--- src/rtl/excp_pkg.sv ---
package excp_pkg;
  localparam int unsigned WORD_W   = 32;
  localparam int unsigned IDX_W    = 5;
  localparam int unsigned OP_W     = 3;
  localparam int unsigned KIND_W   = 2;
  localparam int unsigned MASK_LOW = 2;

  localparam int unsigned SLOT_STATUS  = 0;
  localparam int unsigned SLOT_ESTATUS = 1;
  localparam int unsigned SLOT_BSTATUS = 2;

  typedef logic [WORD_W-1:0] word_t;

  typedef enum logic [OP_W-1:0] {
    OP_NONE   = 3'd0,
    OP_CTL_RD = 3'd1,
    OP_CTL_WR = 3'd2,
    OP_TRAP   = 3'd3,
    OP_BRK    = 3'd4,
    OP_ERET   = 3'd5,
    OP_BRET   = 3'd6,
    OP_RSVD   = 3'd7
  } op_e;

  typedef enum logic [KIND_W-1:0] {
    WB_DEST  = 2'd0,
    WB_EADDR = 2'd1,
    WB_BADDR = 2'd2,
    WB_SPARE = 2'd3
  } wb_kind_e;

  typedef struct packed {
    logic rd;
    logic wr;
    logic trap;
    logic brk;
    logic eret;
    logic bret;
  } ev_t;

  // address of the operation after the current one
  function automatic word_t f_seq_pc(input word_t pc);
    return pc + word_t'(4);
  endfunction

  // status value after trap or break entry: low bits cleared
  function automatic word_t f_entry_mask(input word_t st);
    return st & ~word_t'((1 << MASK_LOW) - 1);
  endfunction
endpackage

--- src/rtl/excp_decode.sv ---
module excp_decode
  import excp_pkg::*;
(
  input  logic [OP_W-1:0] op_code,
  output ev_t             ev
);
  always_comb begin
    ev = '0;
    case (op_e'(op_code))
      OP_CTL_RD: ev.rd   = 1'b1;
      OP_CTL_WR: ev.wr   = 1'b1;
      OP_TRAP:   ev.trap = 1'b1;
      OP_BRK:    ev.brk  = 1'b1;
      OP_ERET:   ev.eret = 1'b1;
      OP_BRET:   ev.bret = 1'b1;
      default:   ev      = '0;
    endcase
  end
endmodule

--- src/rtl/excp_ctl_bank.sv ---
module excp_ctl_bank
  import excp_pkg::*;
#(
  parameter int unsigned NUM_CTL = 8
)(
  input  logic             clk,
  input  logic             rst_n,
  input  ev_t              ev,
  input  logic [IDX_W-1:0] idx,
  input  word_t            src,
  input  word_t            pc,
  output word_t            rd_data,
  output word_t            eaddr,
  output word_t            baddr
);
  word_t ctl_q [NUM_CTL];
  word_t eaddr_q;
  word_t baddr_q;

  // named views for the checks below
  word_t status, estatus, bstatus;
  logic  idx_mapped;

  assign status     = ctl_q[SLOT_STATUS];
  assign estatus    = ctl_q[SLOT_ESTATUS];
  assign bstatus    = ctl_q[SLOT_BSTATUS];
  assign idx_mapped = (32'(idx) < NUM_CTL);
  assign eaddr      = eaddr_q;
  assign baddr      = baddr_q;

  always_comb begin
    rd_data = '0;
    for (int i = 0; i < NUM_CTL; i++) begin
      if (idx == IDX_W'(i)) rd_data = ctl_q[i];
    end
  end

  always_ff @(posedge clk) begin
    if (!rst_n) begin
      for (int i = 0; i < NUM_CTL; i++) ctl_q[i] <= '0;
      eaddr_q <= '0;
      baddr_q <= '0;
    end else begin
      if (ev.wr) begin
        for (int i = 0; i < NUM_CTL; i++) begin
          if (idx == IDX_W'(i)) ctl_q[i] <= src;
        end
      end
      if (ev.trap) begin
        ctl_q[SLOT_ESTATUS] <= ctl_q[SLOT_STATUS];
        ctl_q[SLOT_STATUS]  <= f_entry_mask(ctl_q[SLOT_STATUS]);
        eaddr_q             <= f_seq_pc(pc);
      end
      if (ev.brk) begin
        ctl_q[SLOT_BSTATUS] <= ctl_q[SLOT_STATUS];
        ctl_q[SLOT_STATUS]  <= f_entry_mask(ctl_q[SLOT_STATUS]);
        baddr_q             <= f_seq_pc(pc);
      end
      if (ev.eret) ctl_q[SLOT_STATUS] <= ctl_q[SLOT_ESTATUS];
      if (ev.bret) ctl_q[SLOT_STATUS] <= ctl_q[SLOT_BSTATUS];
    end
  end

  AST_UNMAPPED_HOLD: assert property (@(posedge clk) disable iff (!rst_n)
    (ev.wr && !idx_mapped) |=> ($stable(status) && $stable(estatus) && $stable(bstatus)));
  AST_TRAP_SAVE: assert property (@(posedge clk) disable iff (!rst_n)
    ev.trap |=> (estatus == $past(status)));
  AST_TRAP_MASK: assert property (@(posedge clk) disable iff (!rst_n)
    ev.trap |=> (status[MASK_LOW-1:0] == '0 &&
                 status[WORD_W-1:MASK_LOW] == $past(status[WORD_W-1:MASK_LOW])));
  AST_BRK_SAVE: assert property (@(posedge clk) disable iff (!rst_n)
    ev.brk |=> (bstatus == $past(status) && status[MASK_LOW-1:0] == '0));
  AST_ERET_RESTORE: assert property (@(posedge clk) disable iff (!rst_n)
    ev.eret |=> (status == $past(estatus)));
  AST_BRET_RESTORE: assert property (@(posedge clk) disable iff (!rst_n)
    ev.bret |=> (status == $past(bstatus)));
  AST_BRK_KEEPS_EXC: assert property (@(posedge clk) disable iff (!rst_n)
    ev.brk |=> ($stable(estatus) && $stable(eaddr_q)));
  AST_TRAP_KEEPS_BRK: assert property (@(posedge clk) disable iff (!rst_n)
    ev.trap |=> ($stable(bstatus) && $stable(baddr_q)));
endmodule

--- src/rtl/excp_route.sv ---
module excp_route
  import excp_pkg::*;
#(
  parameter word_t EXC_VEC = 32'h0000_0020,
  parameter word_t BRK_VEC = 32'h0000_0100
)(
  input  logic              clk,
  input  logic              rst_n,
  input  ev_t               ev,
  input  word_t             pc,
  input  word_t             rd_data,
  input  word_t             eaddr,
  input  word_t             baddr,
  output word_t             next_pc,
  output logic              redirect,
  output logic              wb_valid,
  output logic [KIND_W-1:0] wb_kind,
  output word_t             wb_data
);
  word_t    npc_d, wbd_d;
  logic     redir_d, wbv_d;
  wb_kind_e kind_d, kind_q;
  logic     flow_evt;

  assign flow_evt = ev.trap | ev.brk | ev.eret | ev.bret;

  always_comb begin
    npc_d   = f_seq_pc(pc);
    redir_d = 1'b0;
    wbv_d   = 1'b0;
    kind_d  = WB_DEST;
    wbd_d   = '0;
    if (ev.rd) begin
      wbv_d = 1'b1;
      wbd_d = rd_data;
    end
    if (ev.trap) begin
      redir_d = 1'b1;
      npc_d   = EXC_VEC;
      wbv_d   = 1'b1;
      kind_d  = WB_EADDR;
      wbd_d   = f_seq_pc(pc);
    end
    if (ev.brk) begin
      redir_d = 1'b1;
      npc_d   = BRK_VEC;
      wbv_d   = 1'b1;
      kind_d  = WB_BADDR;
      wbd_d   = f_seq_pc(pc);
    end
    if (ev.eret) begin
      redir_d = 1'b1;
      npc_d   = eaddr;
    end
    if (ev.bret) begin
      redir_d = 1'b1;
      npc_d   = baddr;
    end
  end

  always_ff @(posedge clk) begin
    if (!rst_n) begin
      next_pc  <= '0;
      redirect <= 1'b0;
      wb_valid <= 1'b0;
      kind_q   <= WB_DEST;
      wb_data  <= '0;
    end else begin
      next_pc  <= npc_d;
      redirect <= redir_d;
      wb_valid <= wbv_d;
      kind_q   <= kind_d;
      wb_data  <= wbd_d;
    end
  end

  assign wb_kind = kind_q;

  AST_RD_NO_REDIRECT: assert property (@(posedge clk) disable iff (!rst_n)
    ev.rd |=> (wb_valid && !redirect && wb_kind == WB_DEST));
  AST_TRAP_TARGET: assert property (@(posedge clk) disable iff (!rst_n)
    ev.trap |=> (redirect && next_pc == EXC_VEC && wb_kind == WB_EADDR && wb_data == eaddr));
  AST_BRK_TARGET: assert property (@(posedge clk) disable iff (!rst_n)
    ev.brk |=> (redirect && next_pc == BRK_VEC && wb_kind == WB_BADDR && wb_data == baddr));
  AST_ERET_TARGET: assert property (@(posedge clk) disable iff (!rst_n)
    ev.eret |=> (redirect && next_pc == $past(eaddr)));
  AST_BRET_TARGET: assert property (@(posedge clk) disable iff (!rst_n)
    ev.bret |=> (redirect && next_pc == $past(baddr)));
  AST_REDIRECT_CAUSE: assert property (@(posedge clk) disable iff (!rst_n)
    !flow_evt |=> !redirect);
endmodule

--- src/rtl/excp_ctl_unit.sv ---
module excp_ctl_unit
  import excp_pkg::*;
#(
  parameter int unsigned NUM_CTL = 8,
  parameter logic [31:0] EXC_VEC = 32'h0000_0020,
  parameter logic [31:0] BRK_VEC = 32'h0000_0100
)(
  input  logic        clk,
  input  logic        rst_n,
  input  logic [2:0]  op_code,
  input  logic [31:0] pc_in,
  input  logic [31:0] src_val,
  input  logic [4:0]  ctl_idx,
  output logic [31:0] next_pc,
  output logic        redirect,
  output logic        wb_valid,
  output logic [1:0]  wb_kind,
  output logic [31:0] wb_data
);
  ev_t   ev;
  word_t rd_data, eaddr, baddr;

  excp_decode u_decode (
    .op_code (op_code),
    .ev      (ev)
  );

  excp_ctl_bank #(.NUM_CTL(NUM_CTL)) u_bank (
    .clk     (clk),
    .rst_n   (rst_n),
    .ev      (ev),
    .idx     (ctl_idx),
    .src     (src_val),
    .pc      (pc_in),
    .rd_data (rd_data),
    .eaddr   (eaddr),
    .baddr   (baddr)
  );

  excp_route #(.EXC_VEC(EXC_VEC), .BRK_VEC(BRK_VEC)) u_route (
    .clk      (clk),
    .rst_n    (rst_n),
    .ev       (ev),
    .pc       (pc_in),
    .rd_data  (rd_data),
    .eaddr    (eaddr),
    .baddr    (baddr),
    .next_pc  (next_pc),
    .redirect (redirect),
    .wb_valid (wb_valid),
    .wb_kind  (wb_kind),
    .wb_data  (wb_data)
  );
endmodule

--- config.mk ---
export PLATFORM = sky130hd
export DESIGN_NAME = excp_ctl_unit
export DESIGN_NICKNAME = d
export VERILOG_FILES = /design/src/rtl/excp_pkg.sv /design/src/rtl/excp_decode.sv /design/src/rtl/excp_ctl_bank.sv /design/src/rtl/excp_route.sv /design/src/rtl/excp_ctl_unit.sv
export SDC_FILE = /design/constraint.sdc
export NUM_CORES = 1
export LEC_CHECK = 0
export CAP_MARGIN = 0
export CORE_UTILIZATION = 60
export CTS_BUF_LIST = sky130_fd_sc_hd__clkbuf_16
export CTS_CLUSTER_SIZE = 30
export DETAILED_ROUTE_END_ITERATION = 8
export DONT_BUFFER_PORTS = 1
export PLACE_DENSITY = 0.81
export SETUP_SLACK_MARGIN = 0.2
export SYNTH_ARGS = -nofsm -noshare
export SYNTH_HDL_FRONTEND = slang
export SYNTH_SLANG_ARGS = --single-unit
--- constraint.sdc ---
create_clock -name clk -period 6.5 [get_ports clk]
set_clock_uncertainty 0.2 [all_clocks]
set_input_delay 0.975 -clock clk [delete_from_list [all_inputs] [get_ports clk]]
set_output_delay 0.975 -clock clk [all_outputs]
set_load 0.01 [all_outputs]
Word-level counts from Yosys, hierarchy flattened

Memories as Yosys holds them, arrays and structs flattened.
Index checks and enable logic that the tools add are counted.

Logic and storage cells: 128
Output and inout bits: 68
Input bits: 74
Memories kept: 1
Register bits: 132
Memory bits (writable): 256

Memory list:

| memory       | depth | width | read ports | clocked after Yosys merged registers in | write ports | RTL line            | text |
|---|---|---|---|---|---|---|---|
| u_bank.ctl_q | 8     | 32    | 8          | 0                                       | 8           | excp_ctl_bank.sv:16 | `word_t ctl_q [NUM_CTL];` |

Bitwise gates (word level): 15
Equal/unequal tests: 13
Mux-type cells: 88
$add $sub $neg: 1
Reductions and logical operators: 2

Operator list:

| cell                                                                  | number |
|---|---|
| 32-bit two-way mux                                                    | 29 |
| 1-bit two-way mux                                                     | 58 |
| 32-bit by 3-bit adder with 32-bit output, second input constant       | 1 |
| 5-bit by 3-bit equality test with 1-bit output, second input constant | 4 |
| 1-bit bitwise OR                                                      | 14 |
| 5-bit by 2-bit equality test with 1-bit output, second input constant | 2 |
| 3-bit equality test, second input constant                            | 3 |
| 3-bit by 2-bit equality test with 1-bit output, second input constant | 2 |
| 5-bit by 1-bit equality test with 1-bit output, second input constant | 1 |
| 5-bit zero test                                                       | 1 |
| 3-bit by 1-bit equality test with 1-bit output, second input constant | 1 |
| 2-bit two-way mux                                                     | 1 |
| 2-bit OR reduction                                                    | 1 |
| 1-bit NOT                                                             | 1 |

Depth between registers and ports, before layout

Depth after elaboration: 12
Gate-level depth with buffers: 9
Depth with buffers taken out: 6

By module

Synthesis repeated with hierarchy kept, for this count alone.

Cell total of the unflattened synthesis: 1874
Area total of the unflattened synthesis: 17936.0 um2

Modules (own cells, without submodules):

| module        | cells an instance | area each (um2) | seq. area each (um2) | times used |
|---|---|---|---|---|
| excp_ctl_bank | 1523              | 14838.0         | 8328.0               | 1 |
| excp_route    | 345               | 3045.4          | 1361.3               | 1 |
| excp_decode   | 6                 | 52.6            | 0.0                  | 1 |

Worst setup path before layout

Ideal clock, no wire load.

Path type: in2reg
Start point: input ctl_idx[1]
End point: memory u_bank.ctl_q[0][64] (netlist bit), enable pin
Setup slack: 1.589 ns
Data arrival time: 4.245 ns
Required time: 5.834 ns
Path buffers: 2
Setup time: 0.466 ns
Stages on the path: 5
Cells stage by stage: clkbuf_2 > clkbuf_1 > nor3b_2 > nand2_1 > o21ai_0

RTL lines:

| what            | RTL line            | text |
|---|---|---|
| start, declared | excp_ctl_unit.sv:13 | `input logic [4:0] ctl_idx,` |
| end, declared   | excp_ctl_bank.sv:16 |  |

==> impl_metrics.json <==
{
  "antenna_left": 0,
  "detailed_place_hpwl_um": 32260,
  "die_y_um": 171.6,
  "netlist_instances": 1705,
  "top_level_ports": 142,
  "vias_per_cell": 6.983,
  "critPathMaxFanout": 33,
  "ys_ff_latch": 388,
  "grt_max_degree": 103,
  "cts-resized-gates": 0,
  "port_buffers": 0,
  "row_count": 61,
  "avgRoutedWirePerCell_um": 25.86,
  "finalSetupViolCount": 0,
  "endpoint_kind": "register",
  "routed_wirelength_um": 52810,
  "coreArea_sq_um": 28010,
  "grt_pass1_wl_um": 79410,
  "arrival_ps": 3710,
  "async_reset_ff_frac": 0,
  "synth.top_cells.by_area": "edfxtp_1 33%, dfxtp_1 23%, o21ai_0 5.8%",
  "cts_hold_repair.buffers": 0,
  "yosys_warnings": 0,
  "rsz0062_at_grt": "false",
  "hold_viol": 0,
  "antenna_found_initial": 1,
  "synth_top_cell_area_share": 0.3340,
  "cts_buffers": 39,
  "remaining_drc_errors": 0,
  "drive_above_1_share": 0.07877,
  "cts_max_level": 2,
  "synth-edff-count": 192,
  "cts_setup_buffers": 0,
  "drv_cap": 0,
  "worst_pin_slew_ps": 1198,
  "start_util": 0.6162,
  "final_cell_mix": "233 x nand2_1, 196 x o21ai_0, 196 x dfxtp_1",
  "slew_headroom": 0.1967,
  "die-area_sq_um": 29450,
  "first_global_vias": 13632,
  "hold-worst-slack_ps": 257.4,
  "drt_iter0_drc": 2330,
  "start_kind": "input pin",
  "fp.dieW_um": 171.6,
  "status": "completed",
  "num-fill-cells": 2082,
  "final_common_cell": "nand2_1",
  "maxSlewViolCount": 0,
  "cts_root_buffer": "clkbuf_16",
  "syn_area_per_cell_sq_um": 10.12,
  "place_area_sq_um": 17520,
  "final_nets": 1709,
  "clock.fmax_mhz": 267.2,
  "path_class": "in -> reg",
  "finalInstanceArea_sq_um": 18820,
  "ys.flop_type": "dfxtp_1",
  "period_needed_ps": 3743,
  "area_growth_pct": 9.047,
  "track_usage": 0.3598,
  "synth_cell_types": 73,
  "first_pass_iters": 6,
  "syn_area_sq_um": 17260,
  "hold_class": "reg -> reg",
  "routabilityCongestion": 0.9280,
  "dr_total_vias": 14260,
  "finalSetupTns_ps": 0,
  "clock-sinks": 388,
  "gr-total-overflow": 0,
  "leakagePower_nw": 6.567,
  "rrSetupSlack_ps": 4280,
  "path_clk_slew_ps": 60,
  "insertion_delay_ps": 530,
  "yosysTopAreaCell": "edfxtp_1",
  "timing.final.ws_setup_ps": 2757,
  "cts.path.max_buffers": 3,
  "period_share": 0.5759,
  "p_per_area_nw_per_um2": 284.5,
  "syn-num-nets": 1780,
  "cp.required_ps": 6470,
  "place_ws_ps": 2327,
  "cts_tree": "yes",
  "ir_drop_mv": 0.1758,
  "total_power_mw": 5.355,
  "ys_seq_area_frac": 0.5614
}
## worst paths after layout
kind,start,endpoint,depth (start not counted)
setup / recovery,ctl_idx[4],u_bank.ctl_q[0][19]$_SDFFCE_PN0P_,8
hold / removal,u_bank.baddr[29]$_SDFFE_PN0N_,u_bank.baddr[29]$_SDFFE_PN0N_,2
setup reg to reg,u_bank.ctl_q[0][69]$_SDFFCE_PN0P_,u_route.wb_data[5]$_SDFF_PN0_,5
hold reg to reg,u_bank.baddr[29]$_SDFFE_PN0N_,u_bank.baddr[29]$_SDFFE_PN0N_,2
## cells by family after synthesis
| group | share of synthesized area |
|---|---|
| fa+ha+maj | 0.0007248 |
| compound gates | 0.2202 |
| buf+inv | 0.03574 |
| mux | 0.01812 |
| simple gates | 0.1497 |
| flops | 0.5614 |
| xor+xnor | 0.01414 |
## critical path: stages
cell and delay [ps]:
nor4_4 440, nor2b_2 220, buf_4 460, nor2_1 90, o311ai_0 410, buf_4 210, and2_1 390, buf_4 470
## metrics by stage
step	utilization	cells
finish	0.6720	2042
global route	0.6719	2041
CTS	0.6719	2041
detailed placement	0.6254	1971
global placement	0.6254	1971
floorplan	-	1705
## power breakdown
| part | leakage [nW] | internal, mW | total [mW] | switching [mW] |
|---|---|---|---|---|
| Combinational | 2.37 | 0.0991 | 0.303 | 0.204 |
| Sequential | 3.52 | 2.68 | 2.76 | 0.0757 |
| Clock | 0.672 | 1.36 | 2.29 | 0.931 |
| Total | 6.57 | 4.14 | 5.35 | 1.21 |
## routing by layer
layer | vias up | global-route usage | wire [um]
met5 | - | 0 | 0
met4 | 0 | 0.1751 | 2224
met3 | 198 | 0.09894 | 7131
met2 | 1132 | 0.5594 | 23800
met1 | 6797 | 0.4634 | 19650
li1 | 6133 | - | -
## sequential cells by signal, summed over array words and instances, names as in the netlist
name and cells:
u_route.wb_kind 2, u_bank.eaddr 32, u_route.next_pc 32, u_route.wb_data 32
u_route.redirect 1, u_route.wb_valid 1, u_bank.baddr 32, u_bank.ctl_q 256
## layout make-up
| type | instances | area, sq um | share of cell area |
|---|---|---|---|
| Sequential cell | 388 | 9689 | 0.5148 |
| Multi-Input combinational cell | 1159 | 7074 | 0.3759 |
| Clock buffer | 42 | 1051 | 0.05584 |
| Tap cell | 378 | 473.0 | 0.02513 |
| Clock inverter | 28 | 250.2 | 0.01330 |
| Timing Repair Buffer | 29 | 217.7 | 0.01157 |
| Inverter | 17 | 63.81 | 0.003390 |
| Antenna cell | 1 | 2.502 | 0.0001330 |
## synthesized netlist by cell type, drive strengths merged (16+ instances only)
master   instances
a21oi           89
a22oi           47
clkbuf         119
o22ai           25
a22o            74
buf             22
edfxtp         192
a221oi          23
mux2i           29
dfxtp          196
and2           101
a21o            22
xor2            16
o21ai          203
nand2          233
nor2            83
o2bb2ai         17
inv             17
nand3           20
Power figures use the tool's default switching activity.
